--- config.mk ---
export PLATFORM = sky130hd
export DESIGN_NAME = io_evt_decoder
export DESIGN_NICKNAME = d
export VERILOG_FILES = /design/src/rtl/evt_dec_pkg.sv /design/src/rtl/io_fixed_decode.sv /design/src/rtl/io_range_match.sv /design/src/rtl/mem_window_decode.sv /design/src/rtl/io_evt_decoder.sv
export SDC_FILE = /design/constraint.sdc
export NUM_CORES = 1
export LEC_CHECK = 0
export BUFFER_PORTS_ARGS = -buffer_cell sky130_fd_sc_hd__buf_4
export CORE_ASPECT_RATIO = 0.7
export CORE_UTILIZATION = 37
export DETAILED_ROUTE_END_ITERATION = 8
export PLACE_DENSITY = 0.86
export SETUP_SLACK_MARGIN = 0.1
export SLEW_MARGIN = 20
export SYNTH_ARGS = -nofsm -noshare
export SYNTH_HDL_FRONTEND = slang
export SYNTH_SLANG_ARGS = --single-unit
--- constraint.sdc ---
create_clock -name clk -period 3.9 [get_ports clk]
set_input_delay 0.78 -clock clk [delete_from_list [all_inputs] [get_ports clk]]
set_output_delay 0.78 -clock clk [all_outputs]
set_load 0.05 [all_outputs]
--- src/rtl/evt_dec_pkg.sv ---
package evt_dec_pkg;
  localparam int IO_W   = 16;
  localparam int NGRP   = 8;
  localparam int G_KBD  = 0;
  localparam int G_FDC  = 1;
  localparam int G_VGA  = 2;
  localparam int G_PORT = 3;
  localparam int G_RNG0 = 4;
  localparam int G_VMA  = 6;
  localparam int G_VMB  = 7;
  localparam int N_RNG  = 2;

  // Inclusive window test on an I/O address.
  function automatic logic in_span(input logic [IO_W-1:0] a,
                                   input logic [IO_W-1:0] lo,
                                   input logic [IO_W-1:0] hi);
    return (a >= lo) && (a <= hi);
  endfunction

  // Eight-port block starting at an aligned base.
  function automatic logic in_oct(input logic [IO_W-1:0] a,
                                  input logic [IO_W-1:0] base);
    return a[IO_W-1:3] == base[IO_W-1:3];
  endfunction

  function automatic logic masked_eq(input logic [IO_W-1:0] a,
                                     input logic [IO_W-1:0] base,
                                     input logic [IO_W-1:0] mask);
    return (a & mask) == (base & mask);
  endfunction
endpackage

--- src/rtl/io_fixed_decode.sv ---
module io_fixed_decode
  import evt_dec_pkg::*;
(
  input  logic [IO_W-1:0] io_addr,
  input  logic [1:0]      port_sel,
  output logic            kbd_hit,
  output logic            fdc_hit,
  output logic            vga_hit,
  output logic            port_hit
);
  logic ser_hit, par_hit;

  always_comb begin
    kbd_hit = (io_addr == 16'h0060) || (io_addr == 16'h0064);
    // 03F2h (motor control) is left out on purpose.
    fdc_hit = in_span(io_addr, 16'h03F0, 16'h03F1) ||
              in_span(io_addr, 16'h03F3, 16'h03F5);
    vga_hit = in_span(io_addr, 16'h03B0, 16'h03BB) ||
              in_span(io_addr, 16'h03C0, 16'h03DF);
    if (port_sel[0])
      ser_hit = in_oct(io_addr, 16'h03E8) || in_oct(io_addr, 16'h02E8);
    else
      ser_hit = in_oct(io_addr, 16'h03F8) || in_oct(io_addr, 16'h02F8);
    par_hit  = in_oct(io_addr, port_sel[1] ? 16'h0278 : 16'h0378);
    port_hit = ser_hit || par_hit;
  end

  always_comb begin
    a_r3_motor_port_skipped: assert (!(io_addr == 16'h03F2 && fdc_hit));
  end
endmodule

--- src/rtl/io_range_match.sv ---
module io_range_match
  import evt_dec_pkg::*;
(
  input  logic [IO_W-1:0] io_addr,
  input  logic [IO_W-1:0] base,
  input  logic [IO_W-1:0] mask,
  output logic            hit
);
  assign hit = masked_eq(io_addr, base, mask);
endmodule

--- src/rtl/mem_window_decode.sv ---
module mem_window_decode #(
  parameter int SEG_W = 4
) (
  input  logic [SEG_W-1:0] seg,
  output logic             seg_a_hit,
  output logic             seg_b_hit
);
  localparam logic [SEG_W-1:0] SEG_A = SEG_W'(4'hA);
  localparam logic [SEG_W-1:0] SEG_B = SEG_W'(4'hB);
  assign seg_a_hit = (seg == SEG_A);
  assign seg_b_hit = (seg == SEG_B);
endmodule

--- src/rtl/io_evt_decoder.sv ---
module io_evt_decoder
  import evt_dec_pkg::*;
#(
  parameter int ADDR_W = 20,
  parameter int SEG_W  = 4
) (
  input  logic              clk,
  input  logic              rst_n,
  input  logic [ADDR_W-1:0] bus_addr,
  input  logic              io_stb,
  input  logic              mem_stb,
  input  logic              en_kbd,
  input  logic              en_fdc,
  input  logic              en_vga_io,
  input  logic              en_ports,
  input  logic [1:0]        port_sel,
  input  logic [1:0]        en_rng,
  input  logic [IO_W-1:0]   rng0_base,
  input  logic [IO_W-1:0]   rng0_mask,
  input  logic [IO_W-1:0]   rng1_base,
  input  logic [IO_W-1:0]   rng1_mask,
  input  logic              en_vmem_a,
  input  logic              en_vmem_b,
  output logic [NGRP-1:0]   hit_o,
  output logic              evt_o
);
  logic [IO_W-1:0] io_addr;
  logic [SEG_W-1:0] seg;
  logic io_q, mem_q, io_edge, mem_edge;
  logic kbd_raw, fdc_raw, vga_raw, port_raw, vma_raw, vmb_raw;
  logic [N_RNG-1:0] rng_raw;
  logic [IO_W-1:0] rbase [N_RNG];
  logic [IO_W-1:0] rmask [N_RNG];
  logic [NGRP-1:0] grp_match, grp_en, grp_fire;

  assign io_addr  = bus_addr[IO_W-1:0];
  assign seg      = bus_addr[ADDR_W-1 -: SEG_W];
  assign io_edge  = io_stb && !io_q;
  assign mem_edge = mem_stb && !mem_q;
  assign rbase[0] = rng0_base;
  assign rmask[0] = rng0_mask;
  assign rbase[1] = rng1_base;
  assign rmask[1] = rng1_mask;

  io_fixed_decode u_fixed (
    .io_addr(io_addr), .port_sel(port_sel),
    .kbd_hit(kbd_raw), .fdc_hit(fdc_raw), .vga_hit(vga_raw), .port_hit(port_raw)
  );

  for (genvar k = 0; k < N_RNG; k++) begin : g_rng
    io_range_match u_rng (
      .io_addr(io_addr), .base(rbase[k]), .mask(rmask[k]), .hit(rng_raw[k])
    );
  end

  mem_window_decode #(.SEG_W(SEG_W)) u_mem (
    .seg(seg), .seg_a_hit(vma_raw), .seg_b_hit(vmb_raw)
  );

  always_comb begin
    grp_match = {vmb_raw, vma_raw, rng_raw, port_raw, vga_raw, fdc_raw, kbd_raw};
    grp_en    = {en_vmem_b, en_vmem_a, en_rng, en_ports, en_vga_io, en_fdc, en_kbd};
    grp_fire  = grp_match & grp_en &
                {{2{mem_edge}}, {(NGRP-2){io_edge}}};
  end

  always_ff @(posedge clk or negedge rst_n) begin
    if (!rst_n) begin
      io_q  <= 1'b0;
      mem_q <= 1'b0;
      hit_o <= '0;
      evt_o <= 1'b0;
    end else begin
      io_q  <= io_stb;
      mem_q <= mem_stb;
      hit_o <= grp_fire;
      evt_o <= |grp_fire;
    end
  end

  // a pulse never lasts more than one cycle
  a_r8_single_cycle: assert property (@(posedge clk) disable iff (!rst_n)
    (hit_o != '0) |=> (hit_o == '0));
  // I/O groups only follow an I/O strobe edge
  a_r7_io_needs_io_stb: assert property (@(posedge clk) disable iff (!rst_n)
    (hit_o[NGRP-3:0] != '0) |-> $past(io_stb));
  // memory groups only follow a memory strobe edge
  a_r7_mem_needs_mem_stb: assert property (@(posedge clk) disable iff (!rst_n)
    (hit_o[NGRP-1:NGRP-2] != '0) |-> $past(mem_stb));
  // combined event tracks the group flags
  a_r9_evt_matches: assert property (@(posedge clk) disable iff (!rst_n)
    evt_o == (hit_o != '0));
  // a disabled keyboard group stays quiet
  a_r9_disabled_quiet: assert property (@(posedge clk) disable iff (!rst_n)
    !$past(en_kbd) |-> !hit_o[G_KBD]);
endmodule

## Word level (Yosys, flattened, before mapping)

Index checks and enable logic that the tools add are counted.

| operators by class | value |
|---|---|
| magnitude comparators | 8 |
| eq/ne operators | 11 |
| mux-type cells | 2 |
| bitwise logic cells | 6 |
| reduce and logical (&&, ||, !) cells | 15 |

Operator list:

| kind | number |
|---|---|
| bitwise AND 16 bit | 4 |
| greater-or-equal comparator 16 x 10 -> 1 bit (second input constant) | 4 |
| <= comparator 16 x 10 -> 1 bit (second input constant) | 4 |
| equality test 13 x 7 -> 1 bit (second input constant) | 4 |
| equality test 16 bit | 2 |
| equality test 16 x 7 -> 1 bit (second input constant) | 2 |
| bitwise AND 8 bit | 2 |
| equality test 13 bit | 1 |
| 2-to-1 mux 9 bit | 1 |
| equality test 4 bit (second input constant) | 2 |
| OR reduction 8 bit | 1 |
| logical AND 1 bit | 6 |
| logical OR 1 bit | 6 |
| logical NOT 1 bit | 2 |
| 2-to-1 mux 1 bit | 1 |

| storage, ports and cells | value |
|---|---|
| register bits | 11 |
| input bits | 98 |
| output and inout bits | 9 |
| word-level logic and storage cells | 46 |

## Depth between registers and ports, before layout

| depth | value |
|---|---|
| depth in word-level cells | 7 |
| depth in mapped cells | 6 |

## Cells and area by module

From an unflattened synthesis, not the netlist that was laid out.

| second synthesis, totals | value |
|---|---|
| cells, all modules | 105 |
| area total of the unflattened synthesis | 1002.2 um^2 |

By module, submodules not included:

| module | times used | cells each | area an instance (um^2) |
|---|---|---|---|
| io_range_match | 2 | 27 | 216.5 |
| io_evt_decoder | 1 | 28 | 390.4 |
| io_fixed_decode | 1 | 21 | 155.1 |
| mem_window_decode | 1 | 2 | 23.8 |

## Least setup slack after synthesis

Ideal clock, no wire load.

| timing | value |
|---|---|
| path type | in2reg |
| start | in bus_addr[8] |
| end | reg evt_o |
| library setup time | 131 ps |
| arrival time | 2042 ps |
| setup slack | 1726 ps |
| stages on the path | 6 |
| path buffers | 1 |
| cell sequence | buf_6 -> xor2_1 -> o211ai_2 -> a211oi_1 -> or4_1 -> or3_1 |

| on the way | value |
|---|---|
| longest elaborated chain between the ends | 7 |

RTL lines:

| what | line | RTL |
|---|---|---|
| start, declared | io_evt_decoder.sv:9 | `input logic [ADDR_W-1:0] bus_addr,` |
| equality test 13 x 7 -> 1 bit | evt_dec_pkg.sv:23 | `return a[IO_W-1:3] == base[IO_W-1:3];` |
| logical OR 1 bit, on equally long branches | io_fixed_decode.sv:23, io_fixed_decode.sv:21 |  |
| 2-to-1 mux 1 bit | io_fixed_decode.sv:20 | `if (port_sel[0])` |
| logical OR 1 bit (*) | io_fixed_decode.sv:25 | `port_hit = ser_hit \|\| par_hit;` |
| bitwise AND 8 bit (*) (2 in series) | io_evt_decoder.sv:63 | `grp_fire = grp_match & grp_en &` |
| via grp_fire[3] | io_evt_decoder.sv:34 | `logic [NGRP-1:0] grp_match, grp_en, grp_fire;` |
| OR reduction 8 bit (*) | io_evt_decoder.sv:77 | `evt_o <= \|grp_fire;` |
| end signal, assigned | io_evt_decoder.sv:77 |  |
| end, declared | io_evt_decoder.sv:25 | `output logic evt_o` |

The timed path passes the listed nets; every way through them passes the cells marked *.

## Worst setup path in the final report

Same ends and word-level chain as after synthesis.

==> summary.md <==
| Metric | Value |
|---|---|
| Critical path type | in2reg |
| Flop pwr share | 30.3% |
| Post-synth ARST share | 100% |
| Slowest stage delay, CP | 0.53 ns |
| Worst-Margin Slew | 0.424 ns |
| Register area share after synthesis | ~28% |
| Core Util, Final | approximately 74% |
| Initial Util | 39.4% |
| Post-DP Area | 1800 um2 |
| Vias per std cell | between 5 and 6 |
| Clock buffer count from CTS | 3 |
| Cell Pwr Density | 208 nW/um2 |
| YS warnings | 0 |
| Area added between synthesis and finish | 87.7% |
| PnR worst setup slack | 1.83 ns |
| Met2 wire length | slightly below 2000 um |
| Hold Buf Count CTS | 0 |
| Fin. Hold Viols | 0 |
| Clock insertion delay at the later pin of the skew report | 0.24 ns |
| Largest net degree at the start of global routing | 12 |
| Share of cells above drive strength 1 | 55.0% |
| Fmax | just under 500 MHz |
| CTS tree | yes |
| Die X | around 64 um |
| Critical R2R Launch | io_q |
| Post CTS Setup Buffer Count | 0 |
| Die Y | 45.2 um |
| Final RePlAce weighted congestion | 0.727 |
| Vias in the first global route | between 1000 and 1500 |
| Area of the multi-input gates | 688 um2 |
| Endpoints failing setup | 0 |
| Number of routed nets with antenna violations | 0 |
| Setup TNS | 0 ns |
| Critical path's slowest cell | or4_1 |
| # fillers | 187 |
| Max-cap check violation count | 0 |
| CTS Buffer Depth | 2 |
| DRC | 0 |
| Syn avg cell area | 9.65 um2 |
| Final Max Slew Viols | 0 |
| Outcome | finished clean |
| Post-layout min period | 2.07 ns |
| Post-synth top area share | 29.4% |
| H-tree depth | 1 |
| Synth Cell Area | between 900 and 1000 um2 |
| Die ar. | ~2900 um2 |
| # nets final | 308 |
| Post-synth EDFFs | 0 |
| Sw frac | around 28% |
| First-pass GRT wire length | 6140 um |
| # rows | 15 |
| Fin crit share | 53.2% |
| Switching power total | approximately 0.11 mW |
| CTS Sinks | 11 |
| Num ports | 107 |
| Net Count, Synth | 200 |
| Initial antenna violation count | 0 |
| Reg area | 275 um2 |
| Ys flop type | dfrtp_1 |
| Post-synth top area cell | xor2_1 |
| GRT Overall Usage | 28.6% |
| Gate Count Post-Synth | 102 |
| Highest routed layer | met4 |
| Pre-CTS setup slack | 1.57 ns |
| Pint | roughly 0.28 mW |
| Critical path arrival | 2.19 ns |
| Most frequent cells after synthesis | 33 x xor2_1, 11 x dfrtp_1, 8 x a22oi_1, 6 x nand4_1, 5 x nand2_1 |
| Clock Root Buffer | clkbuf_8 |
| Drt total wl | 3940 um |
| Clock share of power | between 30% and 40% |
| Design Area, Final | 1850 um2 |
| CP startpoint | bus_addr[8] |
| N_diodes | 0 |
| DR pass1 iterations | 5 |
| Fin Clk Skew | about 0.0011 ns |
| First DRT Iteration DRCs | 61 |
| Crit-path cells | buf_4 -> xor2_1 -> o211ai_2 -> a211oi_1 -> or4_1 -> or3_1 |
| Yosys reg bits | 11 |
| Total number of vias | 1262 |
| CORE AREA | 2500 um2 |
| Combinational Power Share | 39.1% |
| GR Overflow Total | 0 |
| CP Launch Type | input port |
| DR WL met3 | 394 um |
| Slew Limit Headroom | between 70% and 80% |
| Top cells by area, synth | xor2_1 29%, dfrtp_1 28%, a22oi_1 6.1% |
| RSZ-0062 raised after global routing | no |
| Synth cell types | 35 |
| Leakage power | around 0.95 nW |
| CP Max Fanout | 6 |
| CP endpoint kind | flip-flop |
| Peak VDD IR | approximately 0.00022 V |
| Post_cts resized | 0 |
| DP HPWL | about 3400 um |
| CTS clock-pin slew for the worst setup and hold paths | 0.05 ns |
| Critical path data required time | 4.02 ns |
| Routed length on met1 | 1540 um |
| Port buffer count | ~110 |
| Routed len/inst | 16.2 um |
| Min-delay worst type | in2async |
| Count leader, synth | xor2_1 |
[kinds of logic after synthesis]
kind of cell	synth area share, %
flops	28.0
buf+inv	2.16
compound gates	17.3
xor+xnor	29.4
simple gates	22.2
mux	1.02
[power by group through the flow]
stage / clock network, mW / registers (mW) / logic [mW]
2_1_floorplan: 0 / 0.119 / 0.0484
3_3_place_gp: 0 / 0.118 / 0.144
3_5_place_dp: 0 / 0.118 / 0.149
4_1_cts: 0.118 / 0.116 / 0.150
5_1_grt: 0.124 / 0.117 / 0.163
6_report: 0.118 / 0.116 / 0.150
[worst paths after layout]
check | end | slack, ns | cells after the start
worst min-delay path | evt_o | 0.36 | 1
worst max register to register | evt_o | 2.16 | 5
min in group clk | hit_o[0] | 0.60 | 3
worst max-delay path | evt_o | 1.83 | 6
worst min register to register | hit_o[0] | 0.60 | 3
max in group asynchronous | mem_q | 3.39 | 1
[cell type report]
class / instances / area share (%)
flip-flops and latches: 11 / 14.9
well taps: 34 / 2.30
multi-input cells: 88 / 37.2
clock buffers: 3 / 2.23
repair buffers: 106 / 43.1
clock inverters: 1 / 0.271
[routing by layer]
layer  global-route usage [%]  vias to the layer above
li1                         -                      601
met1                     34.8                      580
met2                     49.8                       75
met3                     8.84                        6
met4                     8.18                        0
met5                        0                        -
[worst max-delay path, delay by kind of cell]
kind | cells | cell delay, ns
buf+inv | 1 | 0.14
xor+xnor | 1 | 0.16
simple gates | 2 | 0.87
compound gates | 2 | 0.24
[per-stage QoR]
step	total power [mW]	hold WS (ns)	std cells
floorplan	0.168	0.484	102
global placement	0.263	0.569	239
detailed placement	0.268	0.599	239
CTS	0.384	0.362	243
global route	0.403	0.361	243
finish	0.384	0.360	243
[sequential cells by signal, summed over array words and instances (netlist names)]
signal,flops
evt_o,1
hit_o,8
io_q,1
mem_q,1
[placed cells by master, fill, tap and decap left out, types with 2 or more instances in the layout]
cell type and n:
nand4_1 6, a22oi_1 8, buf_4 106, xor2_1 33
a22o_1 2, nand2_1 5, nor2_1 3, nor2b_1 2
a21oi_1 2, dfrtp_1 11, nand3b_1 2, and4b_1 2
clkbuf_8 3, a221oi_1 2, a222oi_1 2
(Power assumes the default switching activity.)
